<file path="src/rtl/dmab_pkg.sv">
package dmab_pkg;

    typedef enum logic [1:0] {
        ST_IDLE  = 2'd0,
        ST_READ  = 2'd1,
        ST_WRITE = 2'd2
    } dma_state_e;

    typedef enum logic [1:0] {
        STEP_HOLD  = 2'b00,
        STEP_UP    = 2'b01,
        STEP_DOWN  = 2'b10,
        STEP_HOLD2 = 2'b11
    } step_mode_e;

    typedef struct packed {
        logic       word;
        step_mode_e src_mode;
        step_mode_e dst_mode;
        logic       blk_on_dst;
        logic       irq_en;
        logic       clr_en;
    } chan_mode_t;

    function automatic logic [31:0] step_addr(input logic [31:0] a,
                                              input step_mode_e m,
                                              input logic word);
        logic [31:0] d;
        d = word ? 32'd2 : 32'd1;
        case (m)
            STEP_UP:   return a + d;
            STEP_DOWN: return a - d;
            default:   return a;
        endcase
    endfunction

endpackage

</file>
<file path="src/rtl/dmab_addr_unit.sv">
module dmab_addr_unit
    import dmab_pkg::*;
#(
    parameter int AW = 16
) (
    input  logic          clk,
    input  logic          rst,
    input  logic          load,
    input  logic [AW-1:0] load_val,
    input  step_mode_e    mode,
    input  logic          word,
    input  logic          step,
    input  logic          restore,
    output logic [AW-1:0] addr
);
    logic [AW-1:0] addr_q;
    logic [AW-1:0] start_q;

    always_ff @(posedge clk) begin
        if (rst) begin
            addr_q  <= '0;
            start_q <= '0;
        end else if (load) begin
            addr_q  <= load_val;
            start_q <= load_val;
        end else if (restore) begin
            addr_q  <= start_q;
        end else if (step) begin
            addr_q  <= AW'(step_addr(32'(addr_q), mode, word));
        end
    end

    assign addr = addr_q;

    // the block-area side lands on its start value after a block end
    a_r6_restore_start: assert property (@(posedge clk) disable iff (rst)
        (restore && !load) |=> (addr == start_q));
endmodule

</file>
<file path="src/rtl/dmab_req_sel.sv">
module dmab_req_sel #(
    parameter int NREQ = 16,
    localparam int SW  = $clog2(NREQ)
) (
    input  logic            clk,
    input  logic            rst,
    input  logic [NREQ-1:0] req_in,
    input  logic [SW-1:0]   sel,
    input  logic            consume,
    output logic            pending
);
    logic pend_q;
    logic hit;

    assign hit = req_in[sel];

    always_ff @(posedge clk) begin
        if (rst) pend_q <= 1'b0;
        else     pend_q <= (pend_q && !consume) || hit;
    end

    assign pending = pend_q;

    // a consumed request leaves nothing behind unless a new pulse came
    a_r10_single_pending: assert property (@(posedge clk) disable iff (rst)
        (consume && !hit) |=> !pending);
endmodule

</file>
<file path="src/rtl/dmab_ctl.sv">
module dmab_ctl
    import dmab_pkg::*;
#(
    parameter int BW = 8,
    parameter int CW = 16,
    parameter int DW = 16
) (
    input  logic          clk,
    input  logic          rst,
    input  logic          load,
    input  logic          load_chan_en,
    input  logic [BW-1:0] load_size,
    input  logic [CW-1:0] load_count,
    input  logic          irq_en,
    input  logic          clr_en,
    input  logic          master_en,
    input  logic          pending,
    input  logic          bus_ready,
    input  logic [DW-1:0] rdata,
    output logic [DW-1:0] wdata,
    output logic          in_read,
    output logic          in_write,
    output logic          consume,
    output logic          unit_done,
    output logic          blk_end,
    output logic          chan_en,
    output logic          end_irq,
    output logic          clr_pulse
);
    dma_state_e    st_q;
    logic [BW-1:0] size_ctr_q;
    logic [BW-1:0] size_rel_q;
    logic [CW-1:0] count_q;
    logic [DW-1:0] data_q;
    logic          en_q;
    logic          irq_q;
    logic          clr_q;
    logic          last_unit;

    assign consume   = (st_q == ST_IDLE) && en_q && master_en && pending;
    assign unit_done = (st_q == ST_WRITE) && bus_ready;
    assign last_unit = (size_ctr_q == BW'(1));
    assign blk_end   = unit_done && last_unit;

    always_ff @(posedge clk) begin
        if (rst) begin
            st_q       <= ST_IDLE;
            size_ctr_q <= '0;
            size_rel_q <= '0;
            count_q    <= '0;
            data_q     <= '0;
            en_q       <= 1'b0;
            irq_q      <= 1'b0;
            clr_q      <= 1'b0;
        end else begin
            clr_q <= blk_end && clr_en;
            if (load) begin
                size_ctr_q <= load_size;
                size_rel_q <= load_size;
                count_q    <= load_count;
                en_q       <= load_chan_en;
                irq_q      <= 1'b0;
            end
            case (st_q)
                ST_IDLE: if (consume) st_q <= ST_READ;
                ST_READ: if (bus_ready) begin
                    data_q <= rdata;
                    st_q   <= ST_WRITE;
                end
                ST_WRITE: if (bus_ready) begin
                    st_q       <= last_unit ? ST_IDLE : ST_READ;
                    size_ctr_q <= last_unit ? size_rel_q : size_ctr_q - BW'(1);
                    if (last_unit) begin
                        count_q <= count_q - CW'(1);
                        if (count_q == CW'(1)) begin
                            en_q  <= 1'b0;
                            irq_q <= irq_en;
                        end
                    end
                end
                default: st_q <= ST_IDLE;
            endcase
        end
    end

    assign wdata     = data_q;
    assign in_read   = (st_q == ST_READ);
    assign in_write  = (st_q == ST_WRITE);
    assign chan_en   = en_q;
    assign end_irq   = irq_q;
    assign clr_pulse = clr_q;

    // no block begins while either enable is low
    a_r3_no_start_disabled: assert property (@(posedge clk) disable iff (rst)
        (st_q == ST_IDLE && !(chan_en && master_en)) |=> (st_q == ST_IDLE));
    // the enable only falls as a block finishes
    a_r7_en_falls_at_end: assert property (@(posedge clk) disable iff (rst)
        $fell(chan_en) |-> $past(blk_end));
    // the end interrupt appears only with the channel disabled
    a_r8_irq_when_done: assert property (@(posedge clk) disable iff (rst)
        $rose(end_irq) |-> !chan_en);
endmodule

</file>
<file path="src/rtl/dmab_channel.sv">
module dmab_channel
    import dmab_pkg::*;
#(
    parameter int AW   = 16,
    parameter int NREQ = 16,
    parameter int BW   = 8,
    parameter int CW   = 16,
    parameter int DW   = 16
) (
    input  logic                     clk,
    input  logic                     rst,
    input  logic                     cfg_load,
    input  logic                     cfg_chan_en,
    input  logic [AW-1:0]            cfg_src_addr,
    input  logic [AW-1:0]            cfg_dst_addr,
    input  logic [BW-1:0]            cfg_blk_size,
    input  logic [CW-1:0]            cfg_blk_count,
    input  logic                     cfg_word,
    input  logic [1:0]               cfg_src_step,
    input  logic [1:0]               cfg_dst_step,
    input  logic                     cfg_blk_on_dst,
    input  logic [$clog2(NREQ)-1:0]  cfg_req_sel,
    input  logic                     cfg_irq_en,
    input  logic                     cfg_clr_en,
    input  logic                     master_en,
    input  logic [NREQ-1:0]          req_in,
    output logic [NREQ-1:0]          act_clr,
    output logic                     bus_req,
    output logic                     bus_we,
    output logic                     bus_word,
    output logic [AW-1:0]            bus_addr,
    output logic [DW-1:0]            bus_wdata,
    input  logic [DW-1:0]            bus_rdata,
    input  logic                     bus_ready,
    output logic                     chan_en,
    output logic                     end_irq
);
    localparam int SW = $clog2(NREQ);

    chan_mode_t    mode_q;
    logic [SW-1:0] sel_q;
    logic          load_ok;
    logic          pending, consume, unit_done, blk_end, clr_pulse;
    logic          in_read, in_write;
    logic [AW-1:0] src_addr, dst_addr;

    assign load_ok = cfg_load && !chan_en && !bus_req;

    always_ff @(posedge clk) begin
        if (rst) begin
            mode_q <= '0;
            sel_q  <= '0;
        end else if (load_ok) begin
            mode_q.word       <= cfg_word;
            mode_q.src_mode   <= step_mode_e'(cfg_src_step);
            mode_q.dst_mode   <= step_mode_e'(cfg_dst_step);
            mode_q.blk_on_dst <= cfg_blk_on_dst;
            mode_q.irq_en     <= cfg_irq_en;
            mode_q.clr_en     <= cfg_clr_en;
            sel_q             <= cfg_req_sel;
        end
    end

    dmab_req_sel #(.NREQ(NREQ)) u_req (
        .clk(clk), .rst(rst), .req_in(req_in), .sel(sel_q),
        .consume(consume), .pending(pending)
    );

    dmab_ctl #(.BW(BW), .CW(CW), .DW(DW)) u_ctl (
        .clk(clk), .rst(rst), .load(load_ok), .load_chan_en(cfg_chan_en),
        .load_size(cfg_blk_size), .load_count(cfg_blk_count),
        .irq_en(mode_q.irq_en), .clr_en(mode_q.clr_en), .master_en(master_en),
        .pending(pending), .bus_ready(bus_ready), .rdata(bus_rdata),
        .wdata(bus_wdata), .in_read(in_read), .in_write(in_write),
        .consume(consume), .unit_done(unit_done), .blk_end(blk_end),
        .chan_en(chan_en), .end_irq(end_irq), .clr_pulse(clr_pulse)
    );

    dmab_addr_unit #(.AW(AW)) u_src (
        .clk(clk), .rst(rst), .load(load_ok), .load_val(cfg_src_addr),
        .mode(mode_q.src_mode), .word(mode_q.word), .step(unit_done),
        .restore(blk_end && !mode_q.blk_on_dst), .addr(src_addr)
    );

    dmab_addr_unit #(.AW(AW)) u_dst (
        .clk(clk), .rst(rst), .load(load_ok), .load_val(cfg_dst_addr),
        .mode(mode_q.dst_mode), .word(mode_q.word), .step(unit_done),
        .restore(blk_end && mode_q.blk_on_dst), .addr(dst_addr)
    );

    for (genvar i = 0; i < NREQ; i++) begin : g_clr
        assign act_clr[i] = clr_pulse && (sel_q == SW'(i));
    end

    assign bus_req  = in_read || in_write;
    assign bus_we   = in_write;
    assign bus_word = mode_q.word;
    assign bus_addr = in_write ? dst_addr : src_addr;

    // a stalled access holds its address, direction and data
    a_r11_stall_stable: assert property (@(posedge clk) disable iff (rst)
        (bus_req && !bus_ready) |=> (bus_req && $stable(bus_addr)
                                     && $stable(bus_we) && $stable(bus_wdata)));
    // at most one requester is cleared at a time
    a_r9_clr_onehot: assert property (@(posedge clk) disable iff (rst)
        $onehot0(act_clr));
endmodule

</file>
<file path="config.mk">
export PLATFORM = sky130hd
export DESIGN_NAME = dmab_channel
export DESIGN_NICKNAME = d
export VERILOG_FILES = /design/src/rtl/dmab_pkg.sv /design/src/rtl/dmab_addr_unit.sv /design/src/rtl/dmab_req_sel.sv /design/src/rtl/dmab_ctl.sv /design/src/rtl/dmab_channel.sv
export SDC_FILE = /design/constraint.sdc
export NUM_CORES = 1
export LEC_CHECK = 0
export ABC_AREA = 0
export BUFFER_PORTS_ARGS = -buffer_cell sky130_fd_sc_hd__buf_2
export CAP_MARGIN = 20
export CORE_MARGIN = 3
export CORE_UTILIZATION = 52
export CTS_BUF_LIST = sky130_fd_sc_hd__clkbuf_8
export DETAILED_ROUTE_END_ITERATION = 8
export HOLD_SLACK_MARGIN = 0.05
export PLACE_DENSITY_LB_ADDON = 0.1
export SLEW_MARGIN = 0
export SYNTH_ARGS = -nofsm -noshare
export SYNTH_HDL_FRONTEND = slang
export SYNTH_SLANG_ARGS = --single-unit
</file>
<file path="constraint.sdc">
create_clock -name clk -period 2.6 [get_ports clk]
set_input_delay 0.13 -clock clk [delete_from_list [all_inputs] [get_ports clk]]
set_output_delay 0.13 -clock clk [all_outputs]
set_load 0.05 [all_outputs]
</file>
## Yosys cells after proc, flatten, opt, wreduce, memory -nomap -nowiden

Index checks and enable logic that the tools add are counted.

| cells by class | value |
|---|---|
| add/subtract/negate cells | 6 |
| order comparisons | 1 |
| equality and inequality tests | 26 |
| muxes and demuxes | 35 |
| reduce and logical (&&, ||, !) cells | 43 |

Operator list:

| cell | number |
|---|---|
| 16-bit two-way mux | 11 |
| 16-bit case mux with 2 select lines | 2 |
| 16-bit adder | 2 |
| 4-bit equality test, second input constant | 8 |
| 8-bit two-way mux | 4 |
| 16-bit subtractor | 2 |
| 1-bit logical AND | 27 |
| 16-bit by 1-bit equality test with 1-bit output, second input constant | 1 |
| 4-bit by 3-bit equality test with 1-bit output, second input constant | 4 |
| 16-bit by 1-bit subtractor with 16-bit output, second input constant | 1 |
| 1-bit two-way mux | 12 |
| 4-bit by 2-bit equality test with 1-bit output, second input constant | 2 |
| 8-bit by 1-bit equality test with 1-bit output, second input constant | 1 |
| 2-bit two-way mux | 4 |
| 4-bit nonzero test | 2 |
| 8-bit by 1-bit subtractor with 8-bit output, second input constant | 1 |
| 2-bit by 1-bit equality test with 1-bit output, second input constant | 3 |
| 2-bit equality test, second input constant | 3 |
| 2-bit inequality test, second input constant | 3 |
| 2-bit case mux with 3 select lines | 1 |
| 2-bit AND reduction | 3 |
| 3-bit nonzero test | 2 |
| 4-bit by 5-bit less-than comparator with 1-bit output, second input constant | 1 |
| 1-bit binary-select mux with 4-bit select | 1 |
| 6 further kinds | 10 |

| word-level totals | value |
|---|---|
| flip-flop bits (word level) | 130 |
| output and inout bits | 53 |
| word-level logic and storage cells | 131 |

## Logic depth before layout (Yosys ltp)

Gate-level depths: netlist of run 1.

| depth | value |
|---|---|
| depth in word-level cells | 9 |
| depth in mapped cells | 12 |

## Hierarchy

Synthesis of run 1 repeated with hierarchy kept, for this count alone.

| second synthesis, totals | value |
|---|---|
| cells, all modules | 1,119 |
| area total of the unflattened synthesis | 8,585.7 um2 |

Modules (own cells, without submodules):

| module | instances | cells an instance | area each (um2) | seq. area each (um2) |
|---|---|---|---|---|
| dmab_addr_unit | 2 | 341 | 2,494.9 | 640.6 |
| dmab_ctl | 1 | 327 | 2,539.9 | 1,061.0 |
| dmab_channel | 1 | 96 | 878.3 | 240.2 |
| dmab_req_sel | 1 | 14 | 177.7 | 20.0 |

## Least setup slack after synthesis of run 1

Ideal clock, no wire load.

| timing path | value |
|---|---|
| path type | register to register |
| from | register mode_q[3] (netlist bit) |
| to | register u_dst.addr_q[10] (netlist: u_dst.addr[10]) |
| arrival time | 2.768 ns |
| required time | 2.508 ns |
| setup slack | -0.260 ns |
| stages on the path, launching flop included | 12 |
| path buffers | 2 |
| period minus slack after synthesis | 2.860 ns |
| cell sequence | dfxtp_1 > nand2b_1 > clkbuf_1 > clkbuf_1 > nor2_1 > fa_1 > nor4_1 > nor2_1 > o41ai_1 > xnor2_1 > o211a_1 > nor4_1 |

| between the ends | value |
|---|---|
| cells in the longest elaborated chain, start to end | 5 |

Ends and longest elaborated chain:

| what | RTL line | source |
|---|---|---|
| start: declaration | dmab_channel.sv:40 | `chan_mode_t mode_q;` |
| 2-bit equality test / 2-bit by 1-bit equality test with 1-bit output (equally long branches) | dmab_pkg.sv:30 | `case (m)` |
| 16-bit case mux with 2 select lines | dmab_pkg.sv:30 |  |
| 16-bit two-way mux | dmab_addr_unit.sv:28 | `end else if (step) begin` |
| 16-bit two-way mux | dmab_addr_unit.sv:26 | `end else if (restore) begin` |
| 16-bit two-way mux | dmab_addr_unit.sv:23 | `end else if (load) begin` |
| end signal: assignment | dmab_addr_unit.sv:24 | `addr_q <= load_val;` |
| end signal: assignment | dmab_addr_unit.sv:27 | `addr_q <= start_q;` |
| end signal: assignment | dmab_addr_unit.sv:29 | `addr_q <= AW'(step_addr(32'(addr_q), mode, word));` |
| end: declaration | dmab_addr_unit.sv:16 | `logic [AW-1:0] addr_q;` |

Parallel ways exist; a longest one is shown, timed or not. The select of a mux whose other input is x is not followed.
A chain may end at the register's enable or synchronous reset.

## Worst setup path in the final report of run 1

| timing path | value |
|---|---|
| from | register mode_q[5] (netlist bit) |
| to | register u_src.addr_q[9] (netlist: u_src.addr[9]) |

| between the ends | value |
|---|---|
| cells in the longest elaborated chain, start to end | 5 |

Ends and longest elaborated chain:

| what | RTL line |
|---|---|
| 2-bit equality test / 2-bit by 1-bit equality test with 1-bit output (equally long branches) | dmab_pkg.sv:30 |
| 16-bit case mux with 2 select lines | dmab_pkg.sv:30 |
| 16-bit two-way mux | dmab_addr_unit.sv:28 |
| 16-bit two-way mux | dmab_addr_unit.sv:26 |
| 16-bit two-way mux | dmab_addr_unit.sv:23 |
| end signal: assignment | dmab_addr_unit.sv:24 |
| end signal: assignment | dmab_addr_unit.sv:27 |
| end signal: assignment | dmab_addr_unit.sv:29 |
| end: declaration | dmab_addr_unit.sv:16 |

Parallel ways exist; a longest one is shown, timed or not. The select of a mux whose other input is x is not followed.

==> results by group, run 1 <==
Yosys
  – Seq cells post-synth: 130
  – Avg Inst Size Synth: between 7 and 8 µm²
  – Post-synth top cells: 203 x nand2_1, 130 x dfxtp_1, 128 x a21oi_1
  – Synth Flop Type: dfxtp_1
  – Ys Warns: 0
  – Top cells by area, synth: dfxtp_1 34%, nand2_1 10%, a21oi_1 8.5%, nor2_1 4.7%, o21ai_0 3.1%
  – Asr flop ratio synth: 0%
  – Mapped Area: ~7500 µm²
  – Seq/Total Area, Yosys: 34.5%
  – Mapped Nets: between 1000 and 1500
  – Synth cell types: between 60 and 70
  – Post-synth EDFFs: 0
  – Share of the synthesized area in the top cell type: 34.5%
  – Cell taking the most area after synthesis: dfxtp_1
  – Most frequent cell after synthesis: nand2_1
  – Gate Count Post-Synth: 1028

Layout
  – Area grow syn2layout: 30.3%
  – Fin nets: 1368
  – Utilization after layout: 70.0%
  – Antenna cells: 0
  – Non-filler cells, final: between 1000 and 1500
  – Ratio of cells with drive above 1 in the final layout: 21.7%
  – Fill cells: 1182
  – Post-Layout Inst Area: 9830 µm²

GRT
  – Total global routing track utilization: approximately 28%
  – Overflow after GRT: 0
  – Number of global-route vias before repair: approximately 8000
  – First-pass GRT wire length: ~38 mm
  – Largest net degree at the start of global routing: 57
  – Initial antenna violation count: 0

CTS
  – H-tree lvl count: 4
  – CTS Buf Count: 17
  – CTS tree: yes
  – Clock buffer depth: 2
  – Post-CTS setup buffer count: 0
  – Root buffer cell: clkbuf_8
  – Clock transition at path regs: 80 ps
  – CTS sink cnt: 130
  – Later-pin clock latency in the skew report: 450 ps

STA
  – Fin. max-slew vios: 0
  – Fin. Hold Viols: 0
  – Fmax: 413 MHz
  – Worst-Margin Slew: just under 800 ps
  – Final-report setup violation count: 0
  – Minimum clock period: 2420 ps
  – Final worst setup slack: 180 ps
  – Unrepaired setup endpoints after global routing: yes
  – Final worst path period share: 93.1%
  – Relative slew slack: 48.1%
  – Skew final: ~12 ps

Route
  – Average wire per standard cell: roughly 16 µm
  – Final antenna-violating net count: 0
  – Vias per Instance: 5.71
  – # DRC: 0
  – Drt total wl: 22.6 mm
  – DR iter-0 viols: 628
  – Vias: 8224
  – Drt pass-1 iters: 5

Placed design
  – Placer Congestion: 0.904
  – Placed Area: 8550 µm²
  – Port bufs: approximately 160
  – Dpl cells: between 1000 and 1500
  – Pre-CTS setup slack: ~140 ps
  – Placed wire-length estimate: 15.2 mm

Floorplan
  – Initial core utilization: a little over half
  – Die Ht: 126 µm
  – Chip width: 126 µm
  – Die area: 16000 µm²
  – Num ports: 159
  – CORE AREA: 14000 µm²
  – Core Rows: 43

Worst setup path
  – CP max stage cell: or4b_2
  – Kind of critical path: reg -> reg
  – Cell chain of the critical path: nand2b_4, nor2_2, ha_1, nor2b_1, nor2_1, or4b_2, a21oi_2, xnor2_1, a31oi_1, nor3_1
  – Critical path launch point type: flop
  – Setup crit end kind: flop
  – Worst EP arrival: roughly 2800 ps
  – Largest stage delay on the critical path: roughly 700 ps
  – Critical Path RT: 2970 ps
  – Crit-path max FO: 4

Pwr
  – Max IR drop VDD: 0.471 mV
  – Total power: 7.16 mW
  – PD cells: 728 nW/µm²
  – Pleak: 3.97 nW

Worst hold path
  – Hold Crit Class: in -> reg

Outcome
  – Status: completed

Job
  – Max cap viols: 0
## through the flow
step / hold WS (ps) / setup TNS, ps
finish: 116 / 0
global route: 117 / -43.4
detailed placement: 375 / 0
CTS: 91.5 / 0
floorplan: 259 / -131
global placement: 370 / 0
## cell families after synthesis
group / Yosys count / synth area share [%]
buffers and inverters: 102 / 5.44
xor gates and xnor gates: 22 / 2.55
AOI/OAI and AO/OA: 281 / 22.6
DFF: 130 / 34.5
muxes: 27 / 4.66
and+or+nand+nor: 451 / 27.6
adders and majority gates: 15 / 2.69
## report_power, final
group,total (mW),internal (mW),switching [mW]
registers,2.71,2.32,0.386
clock network,1.62,0.771,0.851
logic,2.83,1.10,1.73
## flip-flops by register name, indices dropped and copies added (netlist names)
signal / flops
u_ctl.chan_en: 1
u_ctl.wdata: 16
mode_q: 7
u_req.pending: 1
u_ctl.clr_pulse: 1
u_src.start_q: 16
u_ctl.count_q: 16
u_ctl.size_rel_q: 8
u_dst.addr: 16
u_ctl.st_q: 2
u_src.addr: 16
u_dst.start_q: 16
u_ctl.end_irq: 1
bus_word: 1
sel_q: 4
u_ctl.size_ctr_q: 8
## cell usage in the layout, fill, tap and decap left out, types with 6 or more instances in the layout
| cell | count |
|---|---|
| a211oi_1 | 16 |
| a21oi_1 | 127 |
| a31oi_1 | 17 |
| and3_1 | 8 |
| buf_2 | 157 |
| buf_4 | 36 |
| clkbuf_8 | 18 |
| dfxtp_1 | 127 |
| dlygate4sd3_1 | 86 |
| ha_1 | 13 |
| inv_1 | 23 |
| mux2_2 | 15 |
| mux2i_1 | 7 |
| nand2_1 | 203 |
| nand2b_1 | 7 |
| nand3_1 | 24 |
| nand4_1 | 11 |
| nor2_1 | 93 |
| nor3_1 | 34 |
| nor3b_1 | 6 |
| nor4_1 | 16 |
| o211ai_1 | 16 |
| o21ai_0 | 46 |
| o221ai_1 | 6 |
| o31ai_1 | 6 |
| or3_1 | 9 |
| xnor2_1 | 16 |
| xor2_1 | 6 |
## per-layer routing
metal	vias to the layer above	track usage (%)	share of wire (%)
li1	4104	-	-
met1	3802	38.0	45
met2	293	46.1	47
met3	25	5.68	6.2
met5	-	0	0
met4	0	7.70	1.4
## final timing paths
kind,endpoint,slack [ps],start,cells past startpoint
max reg2reg,u_src.addr[9]$_SDFFE_PP0P_,180,mode_q[5]$_SDFFE_PP0P_,10
max,u_src.addr[9]$_SDFFE_PP0P_,180,mode_q[5]$_SDFFE_PP0P_,10
min reg2reg,u_ctl.size_rel_q[1]$_SDFFE_PP0P_,450,u_ctl.size_rel_q[1]$_SDFFE_PP0P_,2
min,u_ctl.count_q[1]$_SDFF_PP0_,120,cfg_blk_count[1],3
## layout make-up
class                      instances  area [µm²]  share of cell area (%)
clock inverter                    14         116                    1.18
clock buffer                      18         248                    2.52
inverter                          21        78.8                   0.802
tap                              180         225                    2.29
multi-input combinational        796        4600                    46.8
timing repair buffer             281        1960                    19.9
sequential                       130        2610                    26.5
## critical path: cells and delay by family, from the launching register on
family	cells	cell delay [ps]
xor gates and xnor gates	1	130
adders and majority gates	1	260
and+or+nand+nor	6	1280
AOI/OAI and AO/OA	2	300
DFF	1	360
## timing repair
action | 4_1_cts | 5_1_grt
hold buffers | 86 | 0
gates resized for setup | 0 | 13
endpoints found under the hold margin | 112 | 0
setup endpoints to repair | 0 | 10
No activity file was read; power rests on OpenSTA's default activity.
==> run 2, diff against run 1 <==
REMOVE_ABC_BUFFERS = 1   (was unset)
==> run 2 against run 1 <==
Effect of this change: utilization rose by 0.40 points; non-clock buffer count grew 2; critical path depth is the same; maximum frequency increased by 0.24%; final area up 0.57%; largest cell class unchanged; highest routed layer is now met5.
==> results by group, run 2 (synthesis results as in run 1) <==
Outcome
  – Status: completed

Floorplan
  – Die Ht: 126 µm
  – Chip width: ~130 µm
  – CORE AREA: about 14000 µm²
  – Die area: 16000 µm²
  – Num ports: around 160
  – Initial core utilization: 53.7%
  – Core Rows: 43

Worst setup path
  – Critical Path RT: 2990 ps
  – Kind of critical path: reg -> reg
  – Critical path buffers and inverters: 2
  – Delay-heaviest family, CP: adder cells
  – Largest stage delay on the critical path: 450 ps
  – Cell chain of the critical path: inv_1, ha_1, inv_1, fa_1, a21boi_0, nor2_1, mux2_2, o31ai_1, o211ai_1, a21oi_1
  – Most common cell on crit path: inv_1
  – Crit-path max FO: 5
  – CP max stage cell: fa_1
  – Worst EP arrival: 2810 ps
  – Critical path launch point type: flop
  – Setup crit end kind: flop

Route
  – Final antenna-violating net count: 0
  – Drt pass-1 iters: 7
  – # DRC: 0
  – Average wire per standard cell: 15.9 µm
  – Vias per Instance: about 5.7
  – Vias: between 8000 and 9000
  – DR iter-0 viols: 669
  – Drt total wl: 23.0 mm

Placed design
  – Placed wire-length estimate: 15.4 mm
  – Placer Congestion: 0.915
  – Placed Area: 8560 µm²
  – Dpl cells: 1323
  – Port bufs: 158

Layout
  – Fill cells: about 1200
  – Post-Layout Inst Area: roughly 10000 µm²
  – Antenna cells: 0
  – Commonest non-fill, non-tap cells in the layout: 203 x nand2_1, 157 x buf_2, 129 x dfxtp_1
  – Area grow syn2layout: 31.0%
  – Utilization after layout: 70.4%
  – Non-filler cells, final: 1442
  – Fin nets: 1370
  – Ratio of cells with drive above 1 in the final layout: 21.6%
  – Most common cell after layout, fill and taps aside: nand2_1

STA
  – Final worst path period share: 92.9%
  – Skew final: 11.7 ps
  – Minimum clock period: 2410 ps
  – Unrepaired setup endpoints after global routing: yes
  – Relative slew slack: 44.8%
  – Fin. max-slew vios: 0
  – Fmax: 414 MHz
  – Worst-Margin Slew: about 830 ps
  – Fin. Hold Viols: 0
  – Final-report setup violation count: 0

CTS
  – CTS Buf Count: 17
  – Post-CTS setup buffer count: 0
  – Clock transition at path regs: 80 ps
  – H-tree lvl count: 4
  – Clock buffer depth: 2
  – Root buffer cell: clkbuf_8
  – CTS tree: yes
  – CTS sink cnt: 130
  – Later-pin clock latency in the skew report: approximately 450 ps

Worst hold path
  – Hold Crit Class: in -> reg

GRT
  – Number of global-route vias before repair: 7918
  – First-pass GRT wire length: 38.0 mm
  – Largest net degree at the start of global routing: 61
  – Overflow after GRT: 0
  – Initial antenna violation count: 1
  – Total global routing track utilization: 28.5%

Job
  – Max cap viols: 0

Pwr
  – PD cells: between 700 and 800 nW/µm²
  – Pleak: 3.99 nW
  – Total power: 7.29 mW
  – Max IR drop VDD: 0.534 mV
run 2: path summary, 6_finish.rpt:
kind                                                  startpoint                          endpoint  slack [ps]  cells past startpoint
worst min-delay path                                         rst    u_src.start_q[11]$_SDFFE_PP0P_         110                      2
worst max-delay path                       bus_word$_SDFFE_PP0P_        u_dst.addr[8]$_SDFFE_PP0P_         190                     10
worst max register to register             bus_word$_SDFFE_PP0P_        u_dst.addr[8]$_SDFFE_PP0P_         190                     10
worst min register to register  u_ctl.size_rel_q[5]$_SDFFE_PP0P_  u_ctl.size_rel_q[5]$_SDFFE_PP0P_         450                      2
run 2: per-stage QoR:
stage               setup slack, ps  hold slack (ps)  TNS (ps)
floorplan                     -4000              199   -323790
global placement                194              371         0
detailed placement              137              376         0
CTS                             119             85.2         0
global route                  -5.92              107     -5.92
finish                          186              111         0
run 2: repair_timing:
action / CTS / global route
hold buffers: 87 / 0
setup endpoints to repair: 0 / 12
resized for setup: 0 / 11
endpoints found under the hold margin: 114 / 0
run 2: power breakdown:
| part | internal, mW | total [mW] | switching, mW |
|---|---|---|---|
| sequential | 2.32 | 2.69 | 0.371 |
| clock | 0.897 | 1.74 | 0.846 |
| combinational | 1.10 | 2.86 | 1.75 |
| total | 4.32 | 7.29 | 2.97 |
run 2: routing by layer:
layer	global-route usage, %	part of all wire (%)
met2	47.2	49
met4	9.02	1.7
met3	5.43	5.6
met5	0	0.030
met1	37.6	44
run 2: layout make-up:
type / count / area [µm²] / share of cell area [%]
sequential: 130 / 2600 / 26.3
multi-input combinational: 796 / 4590 / 46.4
clock inverter: 13 / 138 / 1.39
tap: 180 / 225 / 2.28
timing repair buffer: 283 / 1990 / 20.1
inverter: 21 / 78.8 / 0.797
clock buffer: 19 / 262 / 2.65
run 2: worst reg2reg max path, cell delays in order (launching register included):
cell and delay [ps]:
dfxtp_1 360, inv_1 100, ha_1 200, inv_1 60, fa_1 450, a21boi_0 180, nor2_1 180, mux2_2 370
o31ai_1 210, o211ai_1 120, a21oi_1 120
==> run 3, diff against run 2 <==
CELL_PAD_IN_SITES_DETAIL_PLACEMENT = 2   (was unset)
CELL_PAD_IN_SITES_GLOBAL_PLACEMENT = 2   (was unset)
CORE_UTILIZATION = 29   (was 52)
==> run 3 against run 2 <==
Effect of this change: sequential power barely moved; register-to-register slack worse by 30 ps; sequential cell count stayed put; combinational power rose by 8.0%; power is 5.1% higher; critical path type unchanged; largest power group unchanged; highest routed layer unchanged.
==> results by group, run 3 (synthesis results as in run 1) <==
STA
  – Relative slew slack: 51.3%
  – Minimum clock period: 2440 ps
  – Worst-Margin Slew: 727 ps
  – Fin. Hold Viols: 0
  – TNS Setup: 0 ps
  – Unrepaired setup endpoints after global routing: no
  – Fmax: 410 MHz
  – Final-report setup violation count: 0
  – Skew final: roughly 16 ps
  – Fin. max-slew vios: 0
  – Final worst path period share: 93.9%

Worst setup path
  – Critical path buffers and inverters: 0
  – Reg2reg path depth: 10
  – Reg2reg end: u_src.addr[9]$_SDFFE_PP0P_
  – Kind of critical path: reg -> reg
  – Critical path launch point type: flop
  – Critical Path RT: 2980 ps
  – Cell chain of the critical path: nand2b_1, nor2_2, ha_1, nor2b_1, nor2_1, or4b_2, a21oi_2, xnor2_1, a31oi_1, nor3_1
  – Setup crit end kind: flop
  – Worst EP arrival: 2820 ps
  – Crit-path max FO: 2
  – Delay-heaviest family, CP: simple AND/OR/NAND/NOR gates
  – Reg-to-Reg Start: mode_q[5]$_SDFFE_PP0P_
  – Largest stage delay on the critical path: around 700 ps
  – CP max stage cell: or4b_2
  – R2R setup slack: 160 ps

Floorplan
  – Initial core utilization: 29.7%
  – Chip width: 167 µm
  – CORE AREA: 25400 µm²
  – Die Ht: 167 µm
  – Num ports: 159
  – Core Rows: 58
  – Die area: 28000 µm²

Worst hold path
  – WHS Endpoint: u_ctl.count_q[9]$_SDFF_PP0_
  – Hold-critical path depth: 2
  – Min-delay src: rst
  – Hold Crit Class: in -> reg

GRT
  – Total global routing track utilization: 21.6%
  – Largest net degree at the start of global routing: 50
  – Initial antenna violation count: 2
  – Number of global-route vias before repair: about 9200
  – Overflow after GRT: 0
  – First-pass GRT wire length: 49.4 mm

Outcome
  – Status: completed

Pwr
  – PD cells: 751 nW/µm²
  – Clk pwr share: between 20% and 30%
  – Total power: approximately 7.7 mW
  – Combinational power share: 40.4%
  – Int Power: about 4.4 mW
  – Reg power frac: a little over a third
  – Pleak: 4.06 nW
  – Max IR drop VDD: 0.379 mV
  – Sw frac: between 40% and 50%
  – Switching pwr: 3.23 mW

Layout
  – Area grow syn2layout: 35.1%
  – Register area: 2600 µm²
  – Area of the multi-input gates: 4600 µm²
  – Non-filler cells, final: 1604
  – Post-Layout Inst Area: 10200 µm²
  – Ratio of cells with drive above 1 in the final layout: 22.5%
  – Most common cell after layout, fill and taps aside: nand2_1
  – Fill cells: 3027
  – Commonest non-fill, non-tap cells in the layout: 202 x nand2_1, 157 x buf_2, 129 x dfxtp_1
  – Fin nets: 1382
  – Utilization after layout: 40.1%

Route
  – Average wire per standard cell: 19.0 µm
  – # DRC: 0
  – Final antenna-violating net count: 0
  – Drt pass-1 iters: 4
  – Vias per Instance: 5.28
  – Vias: between 8000 and 9000
  – DR iter-0 viols: 359
  – Drt total wl: 30.4 mm

CTS
  – Later-pin clock latency in the skew report: approximately 470 ps
  – CTS tree: yes
  – Clock buffer depth: 2
  – H-tree lvl count: 4
  – Root buffer cell: clkbuf_8
  – CTS Buf Count: 17
  – Clock transition at path regs: 90 ps
  – CTS sink cnt: 130

Job
  – Max cap viols: 0

Placed design
  – Dpl cells: roughly 1500
  – Placed wire-length estimate: 21.5 mm
  – Placed Area: 8860 µm²
  – Port bufs: 158
  – Placer Congestion: between 0.7 and 0.8
run 3: final cells by class:
cell class	instances	share of cell area (%)
Antenna cell	1	0.0245
Clock buffer	17	2.30
Clock inverter	14	1.62
Inverter	21	0.773
Multi-Input combinational cell	796	45.1
Sequential cell	130	25.5
Tap cell	330	4.05
Timing Repair Buffer	295	20.6
run 3: per-stage QoR:
step / hold WS [ps] / setup slack, ps
2_1_floorplan: 199 / -4000
3_3_place_gp: 371 / 179
3_5_place_dp: 379 / -10.2
4_1_cts: 135 / 79.8
5_1_grt: 191 / 1.08
6_report: 149 / 160
run 3: what timing repair did:
action                                 4_1_cts  5_1_grt
resized for setup                            1       16
buffers inserted                             0        0
hold buffers                                87        0
endpoints found under the hold margin      116        0
cloned                                       0        0
pin swaps                                    0        2
setup endpoints to repair                    1       14
run 3: how the worst max path moves through the flow:
stage | start | to | slack [ps] | cells past startpoint
3_5_place_dp | bus_word$_SDFFE_PP0P_ | u_dst.addr[10]$_SDFFE_PP0P_ | -10 | 10
3_3_place_gp | bus_word$_SDFFE_PP0P_ | u_src.addr[10]$_SDFFE_PP0P_ | 180 | 11
2_1_floorplan | u_ctl.st_q[0]$_SDFFE_PP0P_ | u_dst.addr[14]$_SDFFE_PP0P_ | -4000 | 6
6_report | mode_q[5]$_SDFFE_PP0P_ | u_src.addr[9]$_SDFFE_PP0P_ | 160 | 10
5_1_grt | mode_q[3]$_SDFFE_PP0P_ | u_dst.addr[13]$_SDFFE_PP0P_ | 1 | 10
4_1_cts | bus_word$_SDFFE_PP0P_ | u_dst.addr[10]$_SDFFE_PP0P_ | 80 | 10
run 3: power groups by stage:
stage	Clock [mW]	Sequential, mW	Combinational [mW]
after global routing	2.03	2.75	3.45
final	1.87	2.69	3.09
after floorplan	0	2.75	1.81
after CTS	1.95	2.69	3.10
after global placement	0	2.72	2.92
after detailed placement	0	2.73	2.98
run 3: worst register-to-register path, delay by kind of cell (launching register included):
family	cells	cell delay, ps
AND/OR/NAND/NOR	6	1330
adder cells (fa/ha/maj)	1	260
XOR/XNOR	1	140
AO/OA/AOI/OAI	2	290
flip-flops	1	330
run 3: per-layer routing:
metal  wire length (µm)  vias up  track usage (%)
met1              13900     4177             27.4
li1                   -     4126                -
met2              15200      126             38.4
met4                439        2             5.16
met3                878       32             3.68
met5                  9        -                0
